$ cat config.mk
export PLATFORM = sky130hd
export DESIGN_NAME = usb_fs_tx_serializer
export DESIGN_NICKNAME = d
export VERILOG_FILES = /design/src/rtl/usbtx_pkg.sv /design/src/rtl/usbtx_crc.sv /design/src/rtl/usbtx_line.sv /design/src/rtl/usb_fs_tx_serializer.sv
export SDC_FILE = /design/constraint.sdc
export NUM_CORES = 1
export LEC_CHECK = 0
export BUFFER_PORTS_ARGS = -buffer_cell sky130_fd_sc_hd__buf_2
export CAP_MARGIN = 20
export CORE_ASPECT_RATIO = 1.25
export CORE_UTILIZATION = 35
export DETAILED_ROUTE_END_ITERATION = 12
export PLACE_DENSITY_LB_ADDON = 0.15
export SETUP_SLACK_MARGIN = 0.05
export SYNTH_ARGS = -nofsm -noshare
export SYNTH_HDL_FRONTEND = slang
export SYNTH_SLANG_ARGS = --single-unit
$ cat constraint.sdc
create_clock -name clk -period 1.9 [get_ports clk]
set_clock_uncertainty 0.05 [all_clocks]
set_input_delay 0.285 -clock clk [delete_from_list [all_inputs] [get_ports clk]]
set_output_delay 0.285 -clock clk [all_outputs]
set_load 0.02 [all_outputs]
$ cat src/rtl/usbtx_pkg.sv
// Shared types and constants for the full-speed transmit serializer.
package usbtx_pkg;
    // Operation applied to the line driver in one bit time.
    typedef enum logic [1:0] {
        LN_IDLE = 2'd0,
        LN_BIT  = 2'd1,
        LN_SE0  = 2'd2,
        LN_J    = 2'd3
    } line_op_t;

    // Phases of one packet.
    typedef enum logic [2:0] {
        ST_IDLE = 3'd0,
        ST_SYNC = 3'd1,
        ST_DATA = 3'd2,
        ST_CRC  = 3'd3,
        ST_TAIL = 3'd4,
        ST_SE0A = 3'd5,
        ST_SE0B = 3'd6,
        ST_JEND = 3'd7
    } tx_state_t;

    localparam logic [7:0]  SYNC_PATTERN = 8'h80;
    localparam logic [15:0] POLY16       = 16'h8005;
    localparam logic [4:0]  POLY5        = 5'h05;
endpackage

$ cat src/rtl/usbtx_crc.sv
// Bit-serial CRC generator.
// Assumes: data bits arrive LSB first, one per feed pulse. The remainder is read
// out inverted, highest-order bit first, one bit per shift pulse.
module usbtx_crc #(
    parameter int         W    = 16,
    parameter logic [W-1:0] POLY = '0
) (
    input  logic clk,
    input  logic rst_n,
    input  logic init,
    input  logic feed,
    input  logic din,
    input  logic shift,
    output logic crc_bit
);
    logic [W-1:0] rem;

    assign crc_bit = ~rem[W-1];

    // Update the remainder: preset, absorb a bit, or shift out.
    always_ff @(posedge clk) begin
        if (!rst_n || init) begin
            rem <= '1;
        end else if (feed) begin
            rem <= {rem[W-2:0], 1'b0} ^ ((din ^ rem[W-1]) ? POLY : '0);
        end else if (shift) begin
            rem <= {rem[W-2:0], 1'b1};
        end
    end
endmodule

$ cat src/rtl/usbtx_line.sv
// Stuffer, NRZI encoder and DP/DM drive for one bit time per enable.
// Assumes: op is steady around each bit_en edge. When stuff_now is high
// during LN_BIT, a 0 goes out and the caller holds its source bit.
module usbtx_line
    import usbtx_pkg::*;
#(
    parameter int RUN = 6
) (
    input  logic     clk,
    input  logic     rst_n,
    input  logic     bit_en,
    input  line_op_t op,
    input  logic     din,
    output logic     stuff_now,
    output logic     run_near,
    output logic     dp,
    output logic     dm,
    output logic     oe
);
    localparam int RW = $clog2(RUN + 1);

    logic [RW-1:0] ones;
    logic          lvl;
    logic          bit_out;
    logic          lvl_nxt;

    assign stuff_now = (ones == RW'(RUN));
    assign run_near  = (ones == RW'(RUN - 1));

    // Pick the bit on the wire and its NRZI level.
    always_comb begin
        bit_out = stuff_now ? 1'b0 : din;
        lvl_nxt = bit_out ? lvl : ~lvl;
    end

    // Drive the pins and track the run of ones, once per bit time.
    always_ff @(posedge clk) begin
        if (!rst_n) begin
            ones <= '0;
            lvl  <= 1'b1;
            dp   <= 1'b1;
            dm   <= 1'b0;
            oe   <= 1'b0;
        end else if (bit_en) begin
            case (op)
                LN_BIT: begin
                    lvl  <= lvl_nxt;
                    dp   <= lvl_nxt;
                    dm   <= ~lvl_nxt;
                    oe   <= 1'b1;
                    ones <= bit_out ? ones + 1'b1 : '0;
                end
                LN_SE0: begin
                    dp   <= 1'b0;
                    dm   <= 1'b0;
                    oe   <= 1'b1;
                    ones <= '0;
                end
                LN_J: begin
                    lvl  <= 1'b1;
                    dp   <= 1'b1;
                    dm   <= 1'b0;
                    oe   <= 1'b1;
                    ones <= '0;
                end
                default: begin
                    lvl  <= 1'b1;
                    dp   <= 1'b1;
                    dm   <= 1'b0;
                    oe   <= 1'b0;
                    ones <= '0;
                end
            endcase
        end
    end


    stuff_toggle_chk: assert property (@(posedge clk) disable iff (!rst_n)
        (bit_en && op == LN_BIT && stuff_now) |=> (oe && dp != $past(dp)));

    eop_j_chk: assert property (@(posedge clk) disable iff (!rst_n)
        $fell(oe) |-> ($past(dp) && !$past(dm)));

    hold_between_bits_chk: assert property (@(posedge clk) disable iff (!rst_n)
        !$past(bit_en) |-> ($stable(dp) && $stable(dm) && $stable(oe)));
endmodule

$ cat src/rtl/usb_fs_tx_serializer.sv
// Full-speed transmit serializer: sync, LSB-first bytes, optional CRC-16 or
// CRC-5, bit stuffing, NRZI and end of packet.
// Assumes: bit_en is a one-clock pulse every bit time. The producer offers the
// next byte when in_ready asks for it; a missing byte closes the packet.
module usb_fs_tx_serializer
    import usbtx_pkg::*;
#(
    parameter int STUFF_RUN = 6,
    parameter int BYTE_W    = 8
) (
    input  logic              clk,
    input  logic              rst_n,
    input  logic              bit_en,
    input  logic [BYTE_W-1:0] in_data,
    input  logic              in_valid,
    input  logic              in_first,
    input  logic              in_last,
    input  logic              in_crc_en,
    input  logic              in_crc5,
    output logic              in_ready,
    output logic              dp,
    output logic              dm,
    output logic              oe
);
    localparam int CNT_W = 5;

    tx_state_t         state;
    logic [BYTE_W-1:0] sh, hold;
    logic [CNT_W-1:0]  cnt, byte_bits, crc_bits;
    logic              hold_last, cur_last, cur_first, crc_on, crc5;
    logic              stuff_now, run_near, src_bit, advance;
    logic              end_byte, end_crc, want_byte, tail_needed;
    logic              c16_bit, c5_bit, crc_feed, crc_shift;
    line_op_t          op;
    tx_state_t         finish_st;

    // Derive bit counts, the source bit and the handshake for this bit time.
    always_comb begin
        byte_bits   = (crc5 && crc_on && cur_last && !cur_first) ? CNT_W'(3) : CNT_W'(BYTE_W);
        crc_bits    = crc5 ? CNT_W'(5) : CNT_W'(16);
        src_bit     = (state == ST_CRC) ? (crc5 ? c5_bit : c16_bit) : sh[0];
        advance     = bit_en && !stuff_now;
        end_byte    = (cnt == byte_bits - 1'b1);
        end_crc     = (cnt == crc_bits - 1'b1);
        want_byte   = (state == ST_DATA) && end_byte && !cur_last;
        in_ready    = bit_en && (((state == ST_IDLE) && in_first) || (want_byte && !stuff_now));
        tail_needed = run_near && src_bit;
        finish_st   = tail_needed ? ST_TAIL : ST_SE0A;
        crc_feed    = advance && (state == ST_DATA) && !cur_first;
        crc_shift   = advance && (state == ST_CRC);
        case (state)
            ST_IDLE:          op = LN_IDLE;
            ST_SE0A, ST_SE0B: op = LN_SE0;
            ST_JEND:          op = LN_J;
            default:          op = LN_BIT;
        endcase
    end

    // Step the packet sequencer once per bit time.
    always_ff @(posedge clk) begin
        if (!rst_n) begin
            state     <= ST_IDLE;
            sh        <= '0;
            hold      <= '0;
            cnt       <= '0;
            hold_last <= 1'b0;
            cur_last  <= 1'b0;
            cur_first <= 1'b0;
            crc_on    <= 1'b0;
            crc5      <= 1'b0;
        end else if (bit_en) begin
            case (state)
                ST_IDLE: if (in_valid && in_first) begin
                    hold      <= in_data;
                    hold_last <= in_last;
                    crc_on    <= in_crc_en;
                    crc5      <= in_crc5;
                    sh        <= SYNC_PATTERN;
                    cnt       <= '0;
                    state     <= ST_SYNC;
                end
                ST_SYNC: begin
                    if (cnt == CNT_W'(BYTE_W - 1)) begin
                        sh        <= hold;
                        cnt       <= '0;
                        cur_last  <= hold_last;
                        cur_first <= 1'b1;
                        state     <= ST_DATA;
                    end else begin
                        sh  <= sh >> 1;
                        cnt <= cnt + 1'b1;
                    end
                end
                ST_DATA: if (!stuff_now) begin
                    sh  <= sh >> 1;
                    cnt <= cnt + 1'b1;
                    if (end_byte) begin
                        cnt <= '0;
                        if (!cur_last) begin
                            if (in_valid) begin
                                sh        <= in_data;
                                cur_last  <= in_last;
                                cur_first <= 1'b0;
                            end else begin
                                state <= finish_st;
                            end
                        end else if (crc_on) begin
                            state <= ST_CRC;
                        end else begin
                            state <= finish_st;
                        end
                    end
                end
                ST_CRC: if (!stuff_now) begin
                    cnt <= cnt + 1'b1;
                    if (end_crc) state <= finish_st;
                end
                ST_TAIL: state <= ST_SE0A;
                ST_SE0A: state <= ST_SE0B;
                ST_SE0B: state <= ST_JEND;
                default: state <= ST_IDLE;
            endcase
        end
    end

    usbtx_crc #(.W(16), .POLY(POLY16)) i_crc16 (
        .clk(clk), .rst_n(rst_n), .init(state == ST_IDLE), .feed(crc_feed),
        .din(sh[0]), .shift(crc_shift), .crc_bit(c16_bit)
    );

    usbtx_crc #(.W(5), .POLY(POLY5)) i_crc5 (
        .clk(clk), .rst_n(rst_n), .init(state == ST_IDLE), .feed(crc_feed),
        .din(sh[0]), .shift(crc_shift), .crc_bit(c5_bit)
    );

    usbtx_line #(.RUN(STUFF_RUN)) i_line (
        .clk(clk), .rst_n(rst_n), .bit_en(bit_en), .op(op), .din(src_bit),
        .stuff_now(stuff_now), .run_near(run_near), .dp(dp), .dm(dm), .oe(oe)
    );


    no_ready_in_stuff_chk: assert property (@(posedge clk) disable iff (!rst_n)
        in_ready |-> !stuff_now);

    sync_starts_k_chk: assert property (@(posedge clk) disable iff (!rst_n)
        (bit_en && state == ST_SYNC && cnt == '0) |=> (oe && !dp && dm));
endmodule

Yosys cells after proc, flatten, opt, wreduce, memory -nomap -nowiden --
Cells that the tools add are included.
Cells by class: eq/ne operators 24, multiply operators 0, div/mod/pow operators 0, magnitude comparators 0, bitwise gates (word level) 9, reduce and logical (&&, ||, !) cells 34, add/subtract/negate cells 4, shift operators 0, multiplexer cells 55
Operators by type and width (number):
- two-way mux 16 bit | 3
- two-way mux 8 bit | 6
- two-way mux 5 bit | 8
- two-way mux 3 bit | 12
- case mux 8 bit (3 select lines) | 1
- case mux 3 bit (7 select lines) | 1
- case mux 5 bit (4 select lines) | 1
- equality test 3 bit, second input constant | 6
- two-way mux 1 bit | 17
- != test 2 bit, second input constant | 8
- XOR 16 bit | 1
- logical AND 1 bit | 14
- equality test 5 bit | 2
- AND reduction 5 bit | 2
- case mux 1 bit (2 select lines) | 4
- AND reduction 8 bit | 1
- AND reduction 7 bit | 1
- equality test 3 x 2 -> 1 bit, second input constant | 2
- case mux 2 bit (3 select lines) | 1
- adder 5 x 1 -> 5 bit, second input constant | 1
- equality test 5 x 3 -> 1 bit, second input constant | 1
- inverter 1 bit | 5
- subtractor 4 x 1 -> 5 bit, second input constant | 1
- subtractor 5 x 1 -> 5 bit, second input constant | 1
- 19 further kinds | 26
Word-level totals: logic and storage cells 142, bits in latches 0, bits in writable memories 0, flip-flop bits (word level) 57, memories 0, ROM bits 0, output and inout port bits 4

Logic depth before layout (Yosys ltp) --
Gate-level depths: netlist of run 1.
word-level depth 11, gate-level depth with buffers 9

Hierarchy --
Synthesis of run 1 repeated with hierarchy kept, for this count alone.
Second synthesis, totals: cell total of the unflattened synthesis 349, area total of the unflattened synthesis 3131.8 um^2
By module, submodules not included:
- usb_fs_tx_serializer | area each 1841.8 um^2, cells an instance 200, times used 1
- usbtx_crc (i_crc16) | area each 681.9 um^2, cells an instance 80, times used 1
- usbtx_line | area each 364.1 um^2, cells an instance 41, times used 1
- usbtx_crc (i_crc5) | area each 244.0 um^2, cells an instance 28, times used 1

Worst setup path before layout of run 1 --
Ideal clock, no wire load.
path type register to output, from reg state[1], to out in_ready, path slack -284 ps, arrival time 1849 ps, cell stages (with the launch flop) 8, cells stage by stage dfxtp_1 -> buf_4 -> or3b_1 -> buf_2 -> and3b_1 -> buf_2 -> nand3_1 -> o21ai_0
On the way: longest elaborated chain between the ends 6
RTL lines:
- start: declaration | line usb_fs_tx_serializer.sv:27 | tx_state_t state;
- start signal: assignment | line usb_fs_tx_serializer.sv:105 | state <= finish_st;
- start signal: assignment | line usb_fs_tx_serializer.sv:110 | state <= finish_st;
- start signal: assignment | line usb_fs_tx_serializer.sv:116 | if (end_crc) state <= finish_st;
- equality test 3 x 2 -> 1 bit | line usb_fs_tx_serializer.sv:45 | want_byte = (state == ST_DATA) && end_byte && !cur_last;
- logical AND 1 bit (2 in a row) | line usb_fs_tx_serializer.sv:45
- logical AND 1 bit | line usb_fs_tx_serializer.sv:46 | in_ready = bit_en && (((state == ST_IDLE) && in_first) || (want_byte && !stuff_now));
- logical OR 1 bit (*) | line usb_fs_tx_serializer.sv:46
- logical AND 1 bit (*) | line usb_fs_tx_serializer.sv:46
- end: declaration | line usb_fs_tx_serializer.sv:20 | output logic in_ready,
Mark *: on every way between the ends. The rest lies on a longest branch, timed or not.

Worst setup path after layout of run 1 --
from reg state[0], to out in_ready
Same word-level chain as after synthesis.

==> flow_metrics.env, run 1 <==
export IMPL_dp_slack_ps=-12.2
export IMPL_fin_nets=402
export IMPL_drt_first_pass_iters=5
export IMPL_area_delta_synth_final_pct=31.6
export IMPL_cts_hold_buf=0
export IMPL_crit_type="register to primary output"
export IMPL_reg2reg_slack_ps=-80
export IMPL_crit_buf_inv=1
export IMPL_ys_ff_latch=57
export IMPL_root_buffer="clkbuf_8"
export IMPL_syn_nets=349
export IMPL_netlist_area_mm2=0.00283
export IMPL_arrival_ps=1690
export IMPL_ys_types=54
export IMPL_cts_sinks=57
export IMPL_slew_violations=0
export IMPL_insertion_delay_ps=340
export IMPL_cpPeakStageDelay_ps=380
export IMPL_synth_avg_cell_area_um2=8.59
export IMPL_gp_congestion=0.834
export IMPL_required_ps=1560
export IMPL_drt_iter0_markers=170
export IMPL_final_area_mm2=0.00372
export IMPL_antenna_found_initial=0
export IMPL_portBuffers=19
export IMPL_dp_hpwl_um=4980
export IMPL_crit_slowest_cell="or3b_4"
export IMPL_worst_slack_ps=-123
export IMPL_rr_worst_depth=6
export IMPL_start_util=0.363
export IMPL_overflow=0
export IMPL_hold_end="hold[4]"
export IMPL_coreArea_mm2=0.00779
export IMPL_start_kind="register"
export IMPL_syn_inst=329
export IMPL_max_freq_mhz=494
export IMPL_placed_area_mm2=0.00330
export IMPL_tightest_slew_ps=416
export IMPL_grt_pass1_wl_um=12100
export IMPL_num_vias=2543
export IMPL_crit_family="simple AND/OR/NAND/NOR gates"
export IMPL_die_x_um=82.4
export IMPL_synth_edf_count=0
export IMPL_ir_worst_vdd_mv=0.373
export IMPL_hold_viol_final=0
export IMPL_viasPerCell=5.28
export IMPL_cts_htree_levels=3
export IMPL_die_y_um=102
export IMPL_cp_cell_sequence="or3b_4, and3b_2, nand3_4, o21ai_4, buf_6"
export IMPL_antenna_left=0
export IMPL_cts_tree="built"
export IMPL_grt_use_total=0.192
export IMPL_yosysSeqAreaShare=0.404
export IMPL_hold_depth=3
export IMPL_antennaDiodeCount=0
export IMPL_hold_class="input port to register"
export IMPL_synth_ff_type="dfxtp_1"
export IMPL_cp_max_fo=2
export IMPL_grt_pass1_vias=2462
export IMPL_slew_headroom=0.720
export IMPL_cts_clk_slew_worst_paths_ps=70
export IMPL_outcome="finished, violations left"
export IMPL_ys_warnings_count=0
export IMPL_die_area_mm2=0.00845
export IMPL_tns_ps=-291
export IMPL_drt_total_wl_um=7360
export IMPL_rsz0062_at_grt="true"
export IMPL_period_minus_slack_ps=2020
export IMPL_grt_max_degree=23
export IMPL_end_kind="primary output"
export IMPL_drv_cap=0
export IMPL_synth_async_reset_ratio=0
export IMPL_reg2reg_to="i_crc16.rem[15]"
export IMPL_p_leak_nw=1.51
export IMPL_period_share=1.06
export IMPL_fin_util=0.478
export IMPL_drc=0
export IMPL_ios=20
export IMPL_r2r_start="state[0]"
export IMPL_rows=36
export IMPL_power_total_w=0.00276
export IMPL_drive_above_1_share=0.326
export IMPL_setup_viol=5
export IMPL_clk_path_buf_depth=2
export IMPL_routedWlPerCell_um=15.3
export IMPL_powerDensity_mw_per_mm2=741
export IMPL_numCtsBuffers=9
export IMPL_violations="setup timing"
export IMPL_hold_path_startpoint="in_data[4]"
-- stage by stage --
step / hold WS, ps / instances
final: 142 / 482
after global routing: 138 / 482
after CTS: 131 / 480
after detailed placement: 405 / 461
after global placement: 399 / 461
after floorplan: 382 / 329
-- kinds of logic after synthesis --
| family | count (synthesis) | share of synthesized area |
|---|---|---|
| DFF | 57 | 0.404 |
| AOI/OAI and AO/OA | 62 | 0.168 |
| buffers and inverters | 31 | 0.0460 |
| adders and majority gates | 4 | 0.0177 |
| muxes | 22 | 0.0854 |
| and+or+nand+nor | 144 | 0.251 |
| xor gates and xnor gates | 9 | 0.0279 |
-- cells in the final DEF (no fill, tap or decap), types with 3 or more instances in the layout --
cell,netlist,routed
mux2i_1,14,14
buf_2,8,19
nand3b_1,3,3
dfxtp_2,0,6
nor4_4,0,3
buf_4,1,38
ha_1,4,3
nor3_1,4,4
a222oi_1,7,7
clkbuf_8,0,11
xnor2_1,5,5
o2bb2ai_1,7,7
dfxtp_1,57,49
inv_1,9,9
nand2_1,56,55
a21oi_1,4,3
a31oi_1,5,5
nor2_1,24,23
xor2_1,4,3
nand4b_1,3,3
nand2b_1,5,5
mux2_2,7,7
buf_6,0,5
nand3_1,24,22
o21ai_0,12,9
-- worst max-delay path by stage --
stage                         start  endpoint  slack [ps]  cells after the start
final                      state[0]  in_ready        -120                      5
after global routing      cur_first  in_ready        -200                      6
after CTS                  state[0]  in_ready        -140                      5
after detailed placement     cnt[0]  state[1]         -10                      8
after global placement       cnt[3]  state[1]         -50                      5
after floorplan            state[1]  in_ready          30                      7
-- power breakdown --
group          internal, W  switching (W)  leakage (nW)
Clock             0.000677       0.000505         0.103
Sequential         0.00122      0.0000160         0.466
Combinational     0.000156       0.000186         0.939
-- synth_stat cells (3+ instances only) --
cell       number  area share
a21boi_0        3      0.0080
mux2i_1        14       0.050
nor3b_1         3      0.0080
inv_1           9       0.012
nor3_1          4      0.0071
a31oi_1         5       0.011
mux2_2          7       0.028
nor4_1          3      0.0066
o21ai_0        12       0.021
nand2_1        56       0.074
nand2b_1        5       0.011
o2bb2ai_1       7       0.022
nor2_1         24       0.032
clkbuf_1       13       0.017
xnor2_1         5       0.015
and3b_1         3      0.0093
buf_2           8       0.014
nand3_1        24       0.042
a222oi_1        7       0.025
nand3b_1        3      0.0080
ha_1            4       0.018
xor2_1          4       0.012
dfxtp_1        57        0.40
nand4b_1        3      0.0093
a21oi_1         4      0.0071
-- layout make-up --
type,count,area (um^2)
Clock buffer,12,155
Clock inverter,4,51.3
Fill cell,787,4070
Inverter,9,33.8
Multi-Input combinational cell,241,1730
Sequential cell,57,1160
Tap cell,95,119
Timing Repair Buffer,64,477
-- routing by layer --
metal | share of wire | wire length [um] | track usage
met1 | 0.46 | 3400 | 0.246
met2 | 0.49 | 3620 | 0.306
met3 | 0.032 | 232 | 0.0425
met4 | 0.014 | 100 | 0.0823
met5 | 0 | 0 | 0
-- worst register-to-register path: stages, from the launching register on --
cell	delay (ps)
dfxtp_2	340
or3b_4	380
buf_4	150
buf_6	130
or4_4	570
xor2_2	170
o211ai_2	80
-- registers in the layout, indices dropped and copies added (netlist names) --
signal	cells
cnt	5
crc5	1
crc_on	1
cur_first	1
cur_last	1
hold	8
hold_last	1
i_crc16.rem	16
i_crc5.rem	5
i_line.dm	1
i_line.dp	1
i_line.lvl	1
i_line.oe	1
i_line.ones	3
sh	8
state	3
-- timing repair --
item	4_1_cts	5_1_grt
buffers inserted	3	1
setup endpoints to repair	13	36
gates cloned	0	1
gates resized for setup	23	22
pin swaps	11	9
(Power assumes the default switching activity.)
==> inputs of run 2 (changes only) <==
Settings changed: CORE_ASPECT_RATIO 1.25 to 1.4.
==> run 2 against run 1 <==
The flow still finishes with violations (setup timing). Largest cell class unchanged. Via count rose by 2.5%. Highest routed layer unchanged. Global-route usage fell by 0.57 points. Hold slack improved by 2.5 ps. Sequential power barely moved. Combinational power barely moved. Fmax fell by 0.39%. Flip-flop and latch count did not move. Non-clock buffer count rose by 2. Sequential share of layout area fell by 0.51 points.
==> flow_metrics.env, run 2 (synthesis gave the netlist of run 1 again) <==
export IMPL_outcome="finished, violations left"
export IMPL_violations="setup timing"
export IMPL_period_minus_slack_ps=2030
export IMPL_final_area_mm2=0.00377
export IMPL_root_buffer="clkbuf_8"
export IMPL_grt_pass1_wl_um=12200
export IMPL_hold_viol_final=0
export IMPL_tns_ps=-323
export IMPL_cts_sinks=57
export IMPL_max_freq_mhz=492
export IMPL_drt_iter0_markers=227
export IMPL_portBuffers=19
export IMPL_die_area_mm2=0.00845
export IMPL_cts_htree_levels=3
export IMPL_hold_end="hold[4]"
export IMPL_drt_first_pass_iters=7
export IMPL_antennaDiodeCount=0
export IMPL_setup_viol=4
export IMPL_p_clk_frac=0.471
export IMPL_insertion_delay_ps=340
export IMPL_arrival_ps=1700
export IMPL_tightest_slew_ps=435
export IMPL_worst_slack_ps=-131
export IMPL_slew_headroom=0.708
export IMPL_period_share=1.07
export IMPL_hold_class="input port to register"
export IMPL_p_sw_frac=0.234
export IMPL_gp_congestion=0.791
export IMPL_grt_max_degree=23
export IMPL_ios=20
export IMPL_combPwrFrac=0.115
export IMPL_fin_nets=404
export IMPL_area_delta_synth_final_pct=33.2
export IMPL_grt_use_total=0.186
export IMPL_routedWlPerCell_um=15.2
export IMPL_placed_area_mm2=0.00332
export IMPL_cts_clk_slew_worst_paths_ps=70
export IMPL_viasPerCell=5.33
export IMPL_reg_largest_list="i_crc16.rem (16), hold (8), sh (8)"
export IMPL_overflow=0
export IMPL_final_common_cell="nand2_1"
export IMPL_drc=0
export IMPL_end_kind="primary output"
export IMPL_antenna_found_initial=0
export IMPL_p_leak_nw=1.55
export IMPL_clk_path_buf_depth=2
export IMPL_reg2reg_to="state[2]"
export IMPL_numCtsBuffers=9
export IMPL_r2r_start="cnt[0]"
export IMPL_largest_register="i_crc16.rem"
export IMPL_drive_above_1_share=0.316
export IMPL_grt_pass1_vias=2609
export IMPL_cts_tree="built"
export IMPL_num_vias=2606
export IMPL_die_x_um=78.0
export IMPL_drt_total_wl_um=7420
export IMPL_final_cell_mix="nand2_1 (55), dfxtp_1 (51), buf_4 (38), nor2_1 (23), nand3_1 (22)"
export IMPL_cts_hold_buf=0
export IMPL_slew_violations=0
export IMPL_dp_hpwl_um=5100
export IMPL_powerDensity_mw_per_mm2=792
export IMPL_crit_type="register to primary output"
export IMPL_cp_max_fo=2
export IMPL_reg2reg_slack_ps=-110
export IMPL_largest_register_ffs=16
export IMPL_p_switching_w=0.000699
export IMPL_rows=38
export IMPL_die_y_um=108
export IMPL_coreArea_mm2=0.00780
export IMPL_hold_path_startpoint="in_data[4]"
export IMPL_start_kind="register"
export IMPL_p_seq_frac=0.413
export IMPL_rsz0062_at_grt="true"
export IMPL_start_util=0.363
export IMPL_required_ps=1560
export IMPL_p_int_w=0.00229
export IMPL_rr_worst_depth=6
export IMPL_hold_depth=3
export IMPL_antenna_left=0
export IMPL_drv_cap=0
export IMPL_ir_worst_vdd_mv=0.440
run 2: cell count changes in the layout (fill, tap and decap cells not counted), sizes merged:
cell    previous run  this run
clkinv             2         1
clkbuf            12        11
buf               64        66
bufinv             1         3
run 2: what timing repair did:
action                     CTS  global route
pin swaps                    6            10
setup buffers                6             2
resized for setup           14            25
setup endpoints to repair   12            38
run 2: stage by stage:
| step | std cells | setup slack, ps | util | total power [W] | hold slack [ps] |
|---|---|---|---|---|---|
| 6_report | 489 | -131 | 0.483 | 0.00298 | 144 |
| 3_3_place_gp | 465 | -37.9 | 0.426 | 0.00156 | 398 |
| 2_1_floorplan | 329 | 29.5 | - | 0.00144 | 382 |
| 4_1_cts | 487 | -133 | 0.469 | 0.00299 | 130 |
| 5_1_grt | 489 | -198 | 0.483 | 0.00311 | 136 |
| 3_5_place_dp | 465 | -107 | 0.426 | 0.00156 | 401 |
run 2: layout make-up:
class,instances,area [um^2]
Sequential cell,57,1150
Timing Repair Buffer,66,523
Multi-Input combinational cell,241,1690
Fill cell,767,4030
Inverter,9,33.8
Clock inverter,5,103
Tap cell,100,125
Clock buffer,11,141
run 2: how the worst max path moves through the flow:
stage                    from       end  slack (ps)
finish               state[1]  in_ready        -130
detailed placement     cnt[0]  state[2]        -110
global route        cur_first  in_ready        -200
CTS                  state[1]  in_ready        -130
global placement       cnt[0]  state[2]         -40
floorplan            state[1]  in_ready          30
run 2: power groups by stage:
stage	Sequential [W]	Clock [W]	Combinational, W
final	0.00123	0.00141	0.000345
after global routing	0.00124	0.00151	0.000373
after CTS	0.00123	0.00144	0.000321
after detailed placement	0.00126	0	0.000299
after global placement	0.00126	0	0.000295
after floorplan	0.00126	0	0.000173
run 2: routing by layer:
layer / global-route usage / share of wire / up-vias
met2: 0.324 / 0.51 / 60
met3: 0.0506 / 0.043 / 13
met1: 0.212 / 0.43 / 1236
li1: - / - / 1297
met5: 0 / 0 / -
met4: 0.0833 / 0.024 / 0
run 2: critical path, cell delays in order (launching register included):
cell and delay [ps]:
dfxtp_2 360, or3b_4 390, and3b_2 280, nand3_4 80
o21ai_4 120, buf_6 130
